<file path="config.mk">
export PLATFORM = sky130hd
export DESIGN_NAME = sram_ctrl
export DESIGN_NICKNAME = d
export VERILOG_FILES = /design/src/rtl/sram_ctrl.sv
export SDC_FILE = /design/constraint.sdc
export NUM_CORES = 1
export LEC_CHECK = 0
export ABC_AREA = 1
export BUFFER_PORTS_ARGS = -buffer_cell sky130_fd_sc_hd__buf_2
export CAP_MARGIN = 20
export CELL_PAD_IN_SITES_DETAIL_PLACEMENT = 0
export CELL_PAD_IN_SITES_GLOBAL_PLACEMENT = 1
export CORE_ASPECT_RATIO = 1.25
export CORE_MARGIN = 4
export CORE_UTILIZATION = 35
export DETAILED_ROUTE_END_ITERATION = 7
export PLACE_DENSITY_LB_ADDON = 0.1
export SETUP_SLACK_MARGIN = 0.2
export SKIP_LAST_GASP = 1
export SLEW_MARGIN = 20
export SYNTH_ARGS = -nofsm -noshare
export SYNTH_HDL_FRONTEND = slang
export SYNTH_SLANG_ARGS = --single-unit
</file>
<file path="constraint.sdc">
create_clock -name clk -period 2.2 [get_ports clk]
set_clock_uncertainty 0.15 [all_clocks]
set_input_delay 0.33 -clock clk [delete_from_list [all_inputs] [get_ports clk]]
set_output_delay 0.33 -clock clk [all_outputs]
set_load 0.02 [all_outputs]
</file>
<file path="src/rtl/sram_ctrl.sv">
module sram_ctrl #(
  parameter int ADDR_W        = 16,
  parameter int DATA_W        = 16,
  parameter int CLK_PERIOD_NS = 10,
  parameter int ACCESS_NS     = 10,
  parameter int SETUP_NS      = 5,
  parameter int PULSE_NS      = 7,
  parameter int TURN_NS       = 5
) (
  input  logic                clk,
  input  logic                rst_n,
  input  logic                req_valid,
  output logic                req_ready,
  input  logic                req_write,
  input  logic [ADDR_W-1:0]   req_addr,
  input  logic [DATA_W-1:0]   req_wdata,
  input  logic [DATA_W/8-1:0] req_mask,
  output logic                rsp_valid,
  output logic [DATA_W-1:0]   rsp_rdata,
  output logic                mem_ce_n,
  output logic                mem_oe_n,
  output logic                mem_we_n,
  output logic [DATA_W/8-1:0] mem_be_n,
  output logic [ADDR_W-1:0]   mem_addr,
  output logic [DATA_W-1:0]   mem_dq_out,
  output logic                mem_dq_oe,
  input  logic [DATA_W-1:0]   mem_dq_in
);
  localparam int LANES = DATA_W / 8;

  function automatic int to_cyc(input int ns);
    int c;
    c = (ns + CLK_PERIOD_NS - 1) / CLK_PERIOD_NS;
    return (c < 1) ? 1 : c;
  endfunction

  localparam int ACC_CYC   = to_cyc(ACCESS_NS) + 1;
  localparam int SET_CYC   = to_cyc(SETUP_NS);
  localparam int PULSE_CYC = to_cyc(PULSE_NS);
  localparam int TURN_CYC  = to_cyc(TURN_NS);
  localparam int CNT_W     = 8;

  typedef enum logic [2:0] {S_IDLE, S_RD, S_TURN, S_WSET, S_WPUL, S_WREC} state_t;

  state_t               state;
  logic [CNT_W-1:0]     cnt, lim;
  logic [ADDR_W-1:0]    addr_q;
  logic [DATA_W-1:0]    wdata_q;
  logic [LANES-1:0]     mask_q;
  logic [DATA_W-1:0]    lane_bits;
  logic                 last;

  for (genvar g = 0; g < LANES; g++) begin : g_lane
    assign lane_bits[g*8 +: 8] = {8{mask_q[g]}};
  end

  always_comb begin
    case (state)
      S_RD:    lim = CNT_W'(ACC_CYC - 1);
      S_TURN:  lim = CNT_W'(TURN_CYC - 1);
      S_WSET:  lim = CNT_W'(SET_CYC - 1);
      S_WPUL:  lim = CNT_W'(PULSE_CYC - 1);
      default: lim = '0;
    endcase
  end

  assign last = (cnt == lim);

  always_ff @(posedge clk) begin
    if (!rst_n) begin
      state     <= S_IDLE;
      cnt       <= '0;
      addr_q    <= '0;
      wdata_q   <= '0;
      mask_q    <= '0;
      rsp_valid <= 1'b0;
      rsp_rdata <= '0;
    end else begin
      rsp_valid <= 1'b0;
      cnt       <= last ? '0 : cnt + 1'b1;
      case (state)
        S_IDLE: begin
          cnt <= '0;
          if (req_valid) begin
            addr_q  <= req_addr;
            wdata_q <= req_wdata;
            mask_q  <= req_mask;
            state   <= req_write ? S_WSET : S_RD;
          end
        end
        S_RD: if (last) begin
          rsp_rdata <= mem_dq_in & lane_bits;
          rsp_valid <= 1'b1;
          state     <= S_TURN;
        end
        S_TURN: if (last) state <= S_IDLE;
        S_WSET: if (last) state <= S_WPUL;
        S_WPUL: if (last) state <= S_WREC;
        default: state <= S_IDLE;
      endcase
    end
  end

  logic active;
  assign active     = (state == S_RD) || (state == S_WSET) || (state == S_WPUL) || (state == S_WREC);
  assign req_ready  = (state == S_IDLE);
  assign mem_ce_n   = !active;
  assign mem_oe_n   = (state != S_RD);
  assign mem_we_n   = (state != S_WPUL);
  assign mem_be_n   = active ? ~mask_q : '1;
  assign mem_addr   = addr_q;
  assign mem_dq_out = wdata_q;
  assign mem_dq_oe  = (state == S_WSET) || (state == S_WPUL) || (state == S_WREC);
endmodule

</file>
==> flow_metrics.env <==
export IMPL_critPathArrivalTime_ns=1.33
export IMPL_worst_slack_ns=0.386
export IMPL_cts_made_buffers=9
export IMPL_max_slew_margin_rel_pct=69.8
export IMPL_hold_violations=0
export IMPL_hold_path_class="input pin to register"
export IMPL_synth_fp_nets=366
export IMPL_viasPerCell=4.68
export IMPL_routed_wl_microns=6620
export IMPL_crit_path_start_kind="register"
export IMPL_critPathKind="register to primary output"
export IMPL_yosysTopAreaCell="dfxtp_1"
export IMPL_synthesis_area_sq_mm=0.00248
export IMPL_grt_pass1_wl_microns=11000
export IMPL_critPathCaptureType="primary output"
export IMPL_outcome="complete, no violations"
export IMPL_clock_sinks=62
export IMPL_drc=0
export IMPL_mostFrequentLayoutCell="buf_2"
export IMPL_pwr_share_comb_pct=34.2
export IMPL_cts_tree="built"
export IMPL_swShare_pct=37.1
export IMPL_post_cts_resized=0
export IMPL_p_leak_nw=1.49
export IMPL_root_buffer="clkbuf_8"
export IMPL_rows=34
export IMPL_ys_ff_latch=62
export IMPL_nFillCells=712
export IMPL_grt_max_degree=35
export IMPL_p_int_mw=2.34
export IMPL_detail_route_wl_per_cell_microns=12.9
export IMPL_max_stage_delay_ns=0.32
export IMPL_dpl_cell_area_sq_mm=0.00308
export IMPL_rsz0062_at_grt="false"
export IMPL_period_needed_ns=1.81
export IMPL_antennaDiodeCount=0
export IMPL_clk_latency_ns=0.33
export IMPL_final_nets=473
export IMPL_die_w_microns=83.2
export IMPL_antenna_found_initial=0
export IMPL_layout_drive_gt1_share_pct=36.2
export IMPL_firstDrtPassIters=4
export IMPL_clk_pin_slew_ns=0.07
export IMPL_slowest_stage="dfxtp_1"
export IMPL_ir_drop_uv=508
export IMPL_start_util_pct=35.7
export IMPL_port_buffers=109
export IMPL_layout_common_cells="buf_2 (109), nand2_1 (68), dfxtp_1 (62)"
export IMPL_cts_setup_buffers=0
export IMPL_num_io_pins=110
export IMPL_p_per_area_mw_per_mm2=1130
export IMPL_syn_avg_cell_area_sq_um=7.96
export IMPL_synth_cell_types=26
export IMPL_syn_to_final_growth_pct=33.2
export IMPL_ant_nets=0
export IMPL_htreeDepth=3
export IMPL_max_cap_violations=0
export IMPL_final_setup_viol_count=0
export IMPL_pwr_share_seq_pct=36.5
export IMPL_crit_chain="inv_2, nand2_2, nor2_4, buf_4, buf_2"
export IMPL_vias=2399
export IMPL_place_ws_ns=0.658
export IMPL_max_clock_path_buffers=2
export IMPL_synthCells=311
export IMPL_globalRouteOverflowTotal=0
export IMPL_dp_final_hpwl_microns=4640
export IMPL_core_area_sq_mm=0.00693
export IMPL_hold_buffers=0
export IMPL_drtIter0Drc=118
export IMPL_seq_area_frac_synth_pct=50.1
export IMPL_place_congestion=0.781
export IMPL_cp_max_fo=13
export IMPL_ys_warn_count=0
export IMPL_track_usage_pct=16.0
export IMPL_fin_area_sq_mm=0.00330
export IMPL_die_area_sq_mm=0.00849
export IMPL_clkPwrFrac_pct=29.3
export IMPL_period_share_pct=82.5
export IMPL_synth_top_cell_area_share_pct=50.1
export IMPL_synth_area_top_cells="dfxtp_1 (50%), nand3_1 (12%), nand2_1 (10%), a21oi_1 (7.5%), o21ai_2 (3.5%)"
export IMPL_chipHeight_microns=102
export IMPL_cp_required_ns=1.72
export IMPL_switchingPower_mw=1.38
export IMPL_tns_ns=0
export IMPL_worst_pin_slew_ns=0.452
export IMPL_grt_pass1_vias=2382
export IMPL_slew_violations=0
export IMPL_fmax_ghz=0.551
-- sequential cells by signal, summed over array words and instances (netlist names) --
name	cells
cnt	8
state	3
rsp_rdata	16
rsp_valid	1
mask_q	2
mem_addr	16
mem_dq_out	16
-- final timing paths --
check	from	end	slack [ns]	cells after the start
setup / recovery	state[1]$_SDFFE_PN0P_	req_ready	0.39	5
hold / removal	mem_dq_in[14]	rsp_rdata[14]$_SDFFE_PN0P_	0.11	3
setup reg to reg	state[1]$_SDFFE_PN0P_	mem_addr[15]$_SDFFE_PN0P_	0.66	7
hold reg to reg	mem_dq_out[3]$_SDFFE_PN0P_	mem_dq_out[3]$_SDFFE_PN0P_	0.31	2
-- synthesized netlist by cell type, drive strengths merged --
cell,count
inv,15
nand2,71
o21ai,17
a21oi,37
xor2,4
xnor2,2
buf,11
nor2,18
and2,1
nand4,1
clkinv,1
dfxtp,62
ha,1
nand3,61
nand3b,1
clkbuf,8
-- layer usage --
metal	up-vias	global-route usage (%)	part of all wire, %
li1	1240	-	-
met1	1079	19.5	43
met2	74	25.9	47
met3	6	6.61	8.4
met4	0	5.28	1.1
met5	-	0	0
-- critical path: cells and delay by family, from the launching register on --
family | cells | cell delay, ns
flops | 1 | 0.32
buf+inv | 3 | 0.49
simple gates | 2 | 0.19
-- cell type report --
class                   instances  area (sq um)  area share (%)
clock inverters                 4          70.1            2.12
well taps                      90           113            3.41
inverters                      16          60.1            1.82
flip-flops and latches         62          1240            37.6
clock buffers                  12           145            4.40
repair buffers                115           591            17.9
multi-input cells             214          1080            32.7
-- through the flow --
step / utilization [%] / cells / hold slack, ns / power (mW)
finish: 47.6 / 513 / 0.112 / 3.73
global route: 47.6 / 513 / 0.0966 / 3.99
CTS: 47.6 / 513 / 0.0923 / 3.78
detailed placement: 44.5 / 497 / 0.299 / 2.68
global placement: 44.5 / 497 / 0.295 / 2.68
floorplan: - / 311 / 0.302 / 2.30
-- power by group through the flow --
stage / registers [mW] / logic (mW) / clock network [mW]
global placement: 1.39 / 1.30 / 0
detailed placement: 1.39 / 1.29 / 0
global route: 1.38 / 1.43 / 1.18
CTS: 1.37 / 1.29 / 1.12
finish: 1.36 / 1.28 / 1.09
floorplan: 1.51 / 0.795 / 0
-- cells by family (layout without fill, tap and decap cells) --
logic type               count (synthesis)  in the layout  share of synthesized area [%]
AO/OA/AOI/OAI                           54             54                           12.4
XOR/XNOR                                 6              6                           2.12
adder cells (fa/ha/maj)                  1              1                          0.505
buffers and inverters                   35            147                           6.27
flip-flops                              62             62                           50.1
AND/OR/NAND/NOR                        153            153                           28.6
No activity file was read; power rests on OpenSTA's default activity.
